--- config.mk ---
export PLATFORM = sky130hd
export DESIGN_NAME = prefix_operand_classifier
export DESIGN_NICKNAME = d
export VERILOG_FILES = /design/src/rtl/pbc_pkg.sv /design/src/rtl/pbc_decode.sv /design/src/rtl/pbc_accum.sv /design/src/rtl/prefix_operand_classifier.sv
export SDC_FILE = /design/constraint.sdc
export NUM_CORES = 1
export LEC_CHECK = 0
export ABC_AREA = 1
export BUFFER_PORTS_ARGS = -buffer_cell sky130_fd_sc_hd__buf_2
export CORE_UTILIZATION = 30
export CTS_CLUSTER_DIAMETER = 60
export CTS_CLUSTER_SIZE = 28
export DETAILED_ROUTE_END_ITERATION = 8
export SLEW_MARGIN = 15
export SYNTH_ARGS = -nofsm -noshare
export SYNTH_HDL_FRONTEND = slang
export SYNTH_SLANG_ARGS = --single-unit
--- constraint.sdc ---
create_clock -name clk -period 2.35 [get_ports clk]
set_clock_uncertainty 0.1 [all_clocks]
set_input_delay 0 -clock clk [delete_from_list [all_inputs] [get_ports clk]]
set_output_delay 0 -clock clk [all_outputs]
set_load 0.005 [all_outputs]
--- src/rtl/pbc_pkg.sv ---
package pbc_pkg;
  localparam int BYTE_W = 8;
  localparam int ADDR_W = 32;
  localparam int MAX_EXTRA = 3;
  localparam int CNT_W = $clog2(MAX_EXTRA + 1);
  localparam int ACC_W = MAX_EXTRA * BYTE_W;

  typedef enum logic [1:0] {
    K_NONE = 2'd0, K_SRC = 2'd1, K_REG = 2'd2, K_DST = 2'd3
  } kind_e;

  typedef enum logic [2:0] {
    AM_NONE, AM_BASE, AM_BASE_DISP, AM_DIRECT, AM_REG_SHORT, AM_REG_LONG
  } amode_e;

  typedef struct packed {
    kind_e              kind;
    logic [1:0]         size;
    amode_e             mode;
    logic [CNT_W-1:0]   nextra;
    logic               needs_op;
    logic               illegal;
    logic               unsup;
  } dec_t;

  function automatic dec_t classify(input logic [BYTE_W-1:0] b);
    dec_t d;
    logic [1:0] grp;
    logic [3:0] lo;
    d = '{kind: K_NONE, size: 2'd0, mode: AM_NONE, nextra: '0,
          needs_op: 1'b0, illegal: 1'b0, unsup: 1'b0};
    grp = b[5:4];
    lo  = b[3:0];
    if (!b[7]) begin
      d.kind = K_NONE;
    end else if (!b[6]) begin
      d.kind     = (grp == 2'd3) ? K_DST : K_SRC;
      d.size     = grp;
      d.mode     = b[3] ? AM_BASE_DISP : AM_BASE;
      d.nextra   = CNT_W'(b[3]);
      d.needs_op = 1'b1;
    end else if (lo <= 4'd2) begin
      d.kind     = (grp == 2'd3) ? K_DST : K_SRC;
      d.size     = grp;
      d.mode     = AM_DIRECT;
      d.nextra   = CNT_W'(lo) + CNT_W'(1);
      d.needs_op = 1'b1;
    end else if (grp == 2'd3) begin
      d.unsup = 1'b1;
    end else if (lo == 4'd7) begin
      d.kind     = K_REG;
      d.size     = grp;
      d.mode     = AM_REG_LONG;
      d.nextra   = CNT_W'(1);
      d.needs_op = 1'b1;
    end else if (lo[3]) begin
      d.kind     = K_REG;
      d.size     = grp;
      d.mode     = AM_REG_SHORT;
      d.needs_op = 1'b1;
    end else if (lo == 4'd6) begin
      d.illegal = 1'b1;
    end else begin
      d.unsup = 1'b1;
    end
    return d;
  endfunction

  function automatic logic [ADDR_W-1:0] sext_byte(input logic [BYTE_W-1:0] v);
    return {{(ADDR_W-BYTE_W){v[BYTE_W-1]}}, v};
  endfunction

  function automatic logic [ADDR_W-1:0] eff_addr(input amode_e m,
                                                 input logic [ADDR_W-1:0] base,
                                                 input logic [ACC_W-1:0] acc);
    case (m)
      AM_BASE:      return base;
      AM_BASE_DISP: return base + sext_byte(acc[BYTE_W-1:0]);
      AM_DIRECT:    return ADDR_W'(acc);
      default:      return '0;
    endcase
  endfunction
endpackage

--- src/rtl/pbc_decode.sv ---
module pbc_decode
  import pbc_pkg::*;
(
  input  logic              clk,
  input  logic              rst_n,
  input  logic [BYTE_W-1:0] first_byte,
  output dec_t              dec
);
  assign dec = classify(first_byte);

  AST_FLAGS_EXCL: assert property (@(posedge clk) disable iff (!rst_n)
    $onehot0({dec.illegal, dec.unsup, dec.needs_op}));
  AST_FLAG_NO_KIND: assert property (@(posedge clk) disable iff (!rst_n)
    (dec.illegal || dec.unsup) |-> (dec.kind == K_NONE && dec.nextra == '0));
endmodule

--- src/rtl/pbc_accum.sv ---
module pbc_accum
  import pbc_pkg::*;
(
  input  logic              clk,
  input  logic              rst_n,
  input  logic              start,
  input  logic [ADDR_W-1:0] base_in,
  input  logic              shift_en,
  input  logic [BYTE_W-1:0] byte_in,
  output logic [ADDR_W-1:0] base_q,
  output logic [ACC_W-1:0]  acc_q,
  output logic [CNT_W-1:0]  cnt_q
);
  always_ff @(posedge clk or negedge rst_n) begin
    if (!rst_n) begin
      base_q <= '0;
      acc_q  <= '0;
      cnt_q  <= '0;
    end else if (start) begin
      base_q <= base_in;
      acc_q  <= '0;
      cnt_q  <= '0;
    end else if (shift_en) begin
      acc_q[cnt_q*BYTE_W +: BYTE_W] <= byte_in;
      cnt_q <= cnt_q + CNT_W'(1);
    end
  end

  AST_CNT_BOUND: assert property (@(posedge clk) disable iff (!rst_n)
    shift_en |-> cnt_q < CNT_W'(MAX_EXTRA));
endmodule

--- src/rtl/prefix_operand_classifier.sv ---
module prefix_operand_classifier
  import pbc_pkg::*;
(
  input  logic        clk,
  input  logic        rst_n,
  input  logic        in_valid,
  input  logic [7:0]  in_data,
  output logic        in_ready,
  output logic [2:0]  rd_idx,
  input  logic [31:0] rd_data,
  output logic        res_valid,
  input  logic        res_ready,
  output logic [1:0]  res_kind,
  output logic [1:0]  res_size,
  output logic [31:0] res_addr,
  output logic [7:0]  res_reg,
  output logic        res_reg_long,
  output logic [7:0]  res_op,
  output logic        res_illegal,
  output logic        res_unsup
);
  typedef enum logic [1:0] {S_FIRST, S_EXTRA, S_OPER, S_HOLD} state_e;

  state_e            state_q;
  dec_t              dec_now, dec_q;
  logic [BYTE_W-1:0] first_q, op_q;
  logic [ADDR_W-1:0] base_q;
  logic [ACC_W-1:0]  acc_q;
  logic [CNT_W-1:0]  cnt_q;

  logic take;
  logic first_take;
  logic extra_take;
  logic oper_take;
  logic res_take;
  logic last_extra;

  assign in_ready   = (state_q != S_HOLD);
  assign take       = in_valid && in_ready;
  assign first_take = take && state_q == S_FIRST;
  assign extra_take = take && state_q == S_EXTRA;
  assign oper_take  = take && state_q == S_OPER;
  assign res_take   = res_valid && res_ready;
  assign last_extra = (cnt_q + CNT_W'(1)) == dec_q.nextra;
  assign rd_idx     = in_data[2:0];

  pbc_decode u_decode (
    .clk(clk), .rst_n(rst_n), .first_byte(in_data), .dec(dec_now)
  );

  pbc_accum u_accum (
    .clk(clk), .rst_n(rst_n),
    .start(first_take), .base_in(rd_data),
    .shift_en(extra_take), .byte_in(in_data),
    .base_q(base_q), .acc_q(acc_q), .cnt_q(cnt_q)
  );

  always_ff @(posedge clk or negedge rst_n) begin
    if (!rst_n) begin
      state_q <= S_FIRST;
      dec_q   <= '0;
      first_q <= '0;
      op_q    <= '0;
    end else begin
      case (state_q)
        S_FIRST: if (first_take) begin
          dec_q   <= dec_now;
          first_q <= in_data;
          op_q    <= '0;
          if (dec_now.nextra != '0)  state_q <= S_EXTRA;
          else if (dec_now.needs_op) state_q <= S_OPER;
          else                       state_q <= S_HOLD;
        end
        S_EXTRA: if (extra_take && last_extra) state_q <= S_OPER;
        S_OPER: if (oper_take) begin
          op_q    <= in_data;
          state_q <= S_HOLD;
        end
        default: if (res_take) state_q <= S_FIRST;
      endcase
    end
  end

  assign res_valid    = (state_q == S_HOLD);
  assign res_kind     = dec_q.kind;
  assign res_size     = dec_q.size;
  assign res_addr     = eff_addr(dec_q.mode, base_q, acc_q);
  assign res_reg_long = (dec_q.mode == AM_REG_LONG);
  assign res_reg      = (dec_q.mode == AM_REG_SHORT) ? {5'd0, first_q[2:0]} :
                        (dec_q.mode == AM_REG_LONG)  ? acc_q[BYTE_W-1:0] : 8'd0;
  assign res_op       = op_q;
  assign res_illegal  = dec_q.illegal;
  assign res_unsup    = dec_q.unsup;

  AST_NOPFX_IMMEDIATE: assert property (@(posedge clk) disable iff (!rst_n)
    (first_take && !in_data[7]) |=> res_valid);
  AST_ILLEGAL_IMMEDIATE: assert property (@(posedge clk) disable iff (!rst_n)
    (first_take && dec_now.illegal) |=> (res_valid && res_illegal));
  AST_HOLD_STABLE: assert property (@(posedge clk) disable iff (!rst_n)
    (res_valid && !res_ready) |=> (res_valid && $stable(res_addr) &&
      $stable(res_op) && $stable(res_reg) && $stable(res_kind)));
  AST_HOLD_NOT_READY: assert property (@(posedge clk) disable iff (!rst_n)
    res_valid |-> !in_ready);
  AST_REG_NO_ADDR: assert property (@(posedge clk) disable iff (!rst_n)
    (res_valid && res_kind == K_REG) |-> (res_addr == '0 && res_size != 2'd3));
  AST_KIND_NONE_NO_OP: assert property (@(posedge clk) disable iff (!rst_n)
    (res_valid && res_kind == K_NONE) |-> res_op == 8'd0);
endmodule

==> results.yml, run 1 <==
clock_network:
  clockBufferDepth: 2
  worstSkewPairLatency_ps: 350
  cts.clk_slew.worst_paths_ps: 60
  cts_made_buffers: 9
  tritoncts: "built"
  cts.sinks: 82
  h-tree-depth: 3
  cts-root-buf: "clkbuf_16"
synth:
  syn_nets: 1106
  synth_edf_count: 0
  synth_cell_type_count: 39
  yosysMostFrequentCell: "nand2_1"
  synth_ff_type: "dfrtp_1"
  synth_top_area_share_pct: 31.5
  syn_inst: 1020
  yosys_warnings: 0
  avgSynthCellArea_um2: 6.38
  syn_area_mm2: 0.00650
  ys_seq_elements: 82
  synth_area_leaders: "dfrtp_1 32%, nand2_1 24%, inv_1 9.1%"
  synth_top_area_cell: "dfrtp_1"
  synth_commonest_cells: "410 x nand2_1, 158 x inv_1, 86 x nand3_1, 82 x dfrtp_1, 56 x o21ai_0"
  ys_seq_area_share_pct: 31.5
  async_flop_share_pct: 100
run_status:
  status: "finished, violations left"
  failed_checks: "negative setup slack"
timing:
  slew_violations: 0
  relSlewSlack_pct: 60.5
  fmax_mhz: 373
  hold_slack_ps: 91.3
  tightest_slew_ps: 593
  setup_viol: 24
  finalCritPeriodShare_pct: 114
  hold_viol: 0
  fin_ws_ps: -332
  rsz0062_at_grt: "true"
  min_period_ps: 2680
die:
  ios: 104
  die_h_um: 149
  dieWidth_um: 149
  row_count: 53
  start_util_pct: 30.8
  fp.coreArea_mm2: 0.0212
  dieArea_mm2: 0.0223
cells_and_area:
  regArea_mm2: 0.00205
  finalNetCount: 1291
  final_core_util_pct: 43.4
  fillers: 2115
  syn2layout_area_growth_pct: 41.0
  fin_area_mm2: 0.00917
  drive_gt1_share_pct: 28.0
  multi_input_area_mm2: 0.00443
  num_antenna_cells: 0
worst_setup_path:
  cp_slowest_cell: "dfrtp_2"
  r2r_cells: 9
  max_stage_delay_ps: 480
  required_ps: 2250
  crit-reg2reg-launch: "state_q[1]"
  path_class: "flip-flop to output port"
  reg2reg_slack_ps: 200
  worstPathArrival_ps: 2580
  startpoint_type: "flip-flop"
  endpoint_kind: "output port"
  critPathBufInv: 4
  path_max_fanout: 5
  cp_top_family: "buffers and inverters"
  path_cells: "clkbuf_16, buf_12, ha_4, nand2_4, buf_4, nor3_2, nand2_1, nand2_2, a21oi_1, o21ai_1, nand3_1, buf_2"
  reg2reg_to: "res_kind[1]"
place:
  pre_cts_slack_ps: -19.7
  dp.final_hpwl_um: 15900
  io_buffers: 103
  dpl_cell_area_mm2: 0.00749
  gp_congestion: 0.909
route:
  routed_wl_um: 21800
  vias: 7077
  vias_per_cell: 4.77
  first_iter_violations: 450
  routedWlPerCell_um: 14.7
  drcViolationCount: 0
  ant_nets: 0
  dr.pass1.iters: 4
global_routing:
  antenna_found_initial: 0
  grt_max_degree: 43
  grt_use_total_pct: 19.4
  grt_pass1_vias: 6683
  overflow: 0
  grt_pass1_wl_um: 33500
pwr:
  p_leak_nw: 4.98
  finalPower_w: 0.0120
  peakVddDrop_v: 0.000536
  power.density_mw_per_mm2: 1310
hold_path:
  hold_path.class: "primary input to asynchronous set/reset pin"
run:
  maxCapViolCount: 0
-- per-layer routing --
layer | global-route usage (%) | up-vias | share of wire, %
met5 | 0 | - | 0
met4 | 8.21 | 0 | 3.9
met2 | 31.4 | 182 | 47
met3 | 2.78 | 54 | 4.2
li1 | - | 3571 | -
met1 | 25.6 | 3270 | 45
-- state kept, by name, summed over array words and instances, names as in the netlist --
name and flops:
first_q 3, res_illegal 1, res_unsup 1, res_size 2
u_accum.cnt_q 2, state_q 2, u_accum.base_q 32, res_op 8
dec_q 5, res_kind 2, u_accum.acc_q 24
-- metrics by stage --
stage | std cells | setup TNS, ps
5_1_grt | 1485 | -7350
3_3_place_gp | 1405 | 0
2_1_floorplan | 1020 | 0
6_report | 1485 | -4910
3_5_place_dp | 1405 | -19.7
4_1_cts | 1468 | -3780
-- cells by family after synthesis --
logic type	after synthesis	share of synthesized area, %
flops	82	31.5
buf+inv	186	11.5
fa+ha+maj	42	8.19
xor+xnor	7	0.943
simple gates	584	37.4
compound gates	119	10.5
-- power breakdown --
part	switching [W]	internal [W]	total (W)	leakage [nW]
combinational	0.00464	0.00335	0.00799	3.76
clock	0.000606	0.000887	0.00149	0.153
sequential	0.000608	0.00194	0.00255	1.07
total	0.00585	0.00617	0.0120	4.98
-- timing repair --
action                     in CTS  in global routing
cloned                          0                  1
pin swaps                       4                 37
hold endpoints to repair       92                  0
setup endpoints to repair      26                 29
resized for setup              45                145
hold buffers                   43                  0
buffers inserted                4                 16
-- layout by cell type, fill, tap and decap left out, types with 10 or more instances in the layout --
cell type	count
nand2_1	363
nor2_1	37
nand2_2	38
nand2_4	11
nand3_1	67
o21ai_0	48
inv_1	147
buf_2	101
dfrtp_1	81
ha_4	20
inv_2	10
ha_1	15
nor2_2	17
a21oi_2	12
o21ai_1	14
dlygate4sd3_1	43
a21oi_1	11
clkbuf_16	10
buf_4	46
a22oi_1	18
nand3_2	18
-- worst reg2reg max path, cell delays in order, from the launching register on --
cell,delay (ps)
dfrtp_1,450
inv_1,110
ha_1,200
inv_1,110
nor2_4,260
buf_4,300
nand2_1,80
inv_1,150
nand2_1,130
o211ai_1,180
-- worst max-delay path by stage --
stage / from / depth (start not counted) / to
after floorplan: u_accum.acc_q[7] / 10 / res_addr[10]
after global placement: u_accum.base_q[0] / 9 / res_addr[12]
after detailed placement: u_accum.base_q[0] / 9 / res_addr[12]
after CTS: u_accum.acc_q[7] / 15 / res_addr[19]
after global routing: u_accum.acc_q[7] / 15 / res_addr[29]
final: u_accum.acc_q[7] / 12 / res_addr[15]
-- layout make-up --
type	instances	share of cell area, %
Sequential cell	82	22.4
Inverter	161	6.70
Tap cell	275	3.75
Timing Repair Buffer	199	15.5
Clock inverter	5	0.655
Multi-Input combinational cell	752	48.3
Clock buffer	11	2.76
Note: power is estimated with default switching activity, not from simulation.
==> run 2, diff against run 1 <==
Settings changed: SKIP_LAST_GASP set to 1, SLEW_MARGIN 15 to 10.
==> results.yml, run 2 (synthesis gave the netlist of run 1 again) <==
die:
  dieArea_mm2: 0.0223
  dieWidth_um: 149
  fp.coreArea_mm2: 0.0212
  ios: 104
  die_h_um: 149
  row_count: 53
  start_util_pct: 30.8
clock_network:
  tritoncts: "built"
  worstSkewPairLatency_ps: 350
  cts-root-buf: "clkbuf_16"
  clockBufferDepth: 2
  h-tree-depth: 3
  cts.sinks: 82
  cts_made_buffers: 9
  cts.clk_slew.worst_paths_ps: 60
run_status:
  failed_checks: "negative setup slack"
  status: "finished, violations left"
cells_and_area:
  finalNetCount: 1291
  syn2layout_area_growth_pct: 41.8
  final_core_util_pct: 43.6
  drive_gt1_share_pct: 27.5
  fin_area_mm2: 0.00923
  layout_common_cells: "362 x nand2_1, 149 x inv_1, 101 x buf_2"
  num_antenna_cells: 0
  largest_reg_flops: 32
  final_common_cell: "nand2_1"
  largest-register: "u_accum.base_q"
  fin_cells: 1485
worst_setup_path:
  max_stage_delay_ps: 500
  startpoint_type: "flip-flop"
  reg2reg_slack_ps: 200
  critPathBufInv: 4
  required_ps: 2250
  path_class: "flip-flop to output port"
  reg2reg_to: "res_kind[1]"
  crit-reg2reg-launch: "state_q[1]"
  r2r_cells: 9
  crit_top_cell: "nand2_2"
  path_max_fanout: 6
  worstPathArrival_ps: 2480
  cp_top_family: "buffers and inverters"
  endpoint_kind: "output port"
  path_cells: "clkbuf_16, ha_4, buf_6, nand2_2, nand2_2, inv_2, nand2_2, a21oi_2, nand2_4, a21oi_2, o21ai_1, nand3_1, buf_2"
  cp_slowest_cell: "dfrtp_2"
route:
  vias_per_cell: 4.76
  ant_nets: 0
  first_iter_violations: 437
  routed_wl_um: 22000
  drcViolationCount: 0
  routedWlPerCell_um: 14.8
  dr.pass1.iters: 5
  vias: 7075
place:
  dp.final_hpwl_um: 15900
  gp_congestion: 0.909
  dpl.cell_count: 1405
  io_buffers: 103
  dpl_cell_area_mm2: 0.00749
global_routing:
  busiest_layer: "met2"
  grt_use_total_pct: 19.3
  grt_pass1_wl_um: 33400
  grt_max_degree: 43
  grt_use_met2_pct: 31.4
  overflow: 0
  grt_use_met3_pct: 2.78
  grt_pass1_vias: 6662
  use_met1_pct: 25.6
  antenna_found_initial: 0
timing:
  min_period_ps: 2580
  fin_setup_tns_ps: -3340
  fin_ws_ps: -233
  tightest_slew_ps: 594
  finalCritPeriodShare_pct: 110
  setup_viol: 21
  hold_viol: 0
  relSlewSlack_pct: 60.4
  fmax_mhz: 387
  rsz0062_at_grt: "true"
  slew_violations: 0
pwr:
  power.density_mw_per_mm2: 1330
  peakVddDrop_v: 0.000545
  p_leak_nw: 4.98
run:
  maxCapViolCount: 0
hold_path:
  hold_path.class: "primary input to asynchronous set/reset pin"
-- run 2: layer usage --
layer  vias to the layer above  share of wire (%)
met4                         0                3.6
met2                       168                 47
met3                        49                4.1
met1                      3285                 45
li1                       3573                  -
met5                         -                  0
-- run 2: area by class of cell --
| type | count | area [um^2] |
|---|---|---|
| Timing Repair Buffer | 199 | 1420 |
| Fill cell | 2110 | 11900 |
| Clock inverter | 5 | 60.1 |
| Tap cell | 275 | 344 |
| Clock buffer | 11 | 253 |
| Inverter | 161 | 609 |
| Multi-Input combinational cell | 752 | 4490 |
| Sequential cell | 82 | 2050 |
-- run 2: per-stage QoR --
step / hold WS [ps] / setup WS (ps) / total power [W]
after CTS: 93.3 / -236 / 0.0106
final: 90.8 / -233 / 0.0123
after global routing: 146 / -322 / 0.0133
after floorplan: -396 / 282 / 0.00645
after detailed placement: -52.8 / -19.7 / 0.00861
after global placement: -54.6 / 18.4 / 0.00853
-- run 2: where the power goes --
group          internal, W  switching (W)
combinational      0.00348        0.00472
clock             0.000887       0.000611
sequential         0.00194       0.000632
-- run 2: worst max-delay path by stage --
stage / from / endpoint / slack [ps] / cells past startpoint
detailed placement: u_accum.base_q[0] / res_addr[12] / -20 / 9
floorplan: u_accum.acc_q[7] / res_addr[10] / 280 / 10
finish: u_accum.acc_q[7] / res_addr[13] / -230 / 13
global route: u_accum.acc_q[7] / res_addr[22] / -320 / 15
global placement: u_accum.base_q[0] / res_addr[12] / 20 / 9
CTS: u_accum.acc_q[7] / res_addr[15] / -240 / 13
-- run 2: what timing repair did --
action / 4_1_cts / 5_1_grt
endpoints found under the hold margin: 92 / 0
hold buffers: 43 / 0
buffers inserted: 4 / 14
endpoints found under the setup margin: 26 / 29
pin swaps: 4 / 43
gates cloned: 0 / 3
resized for setup: 34 / 154
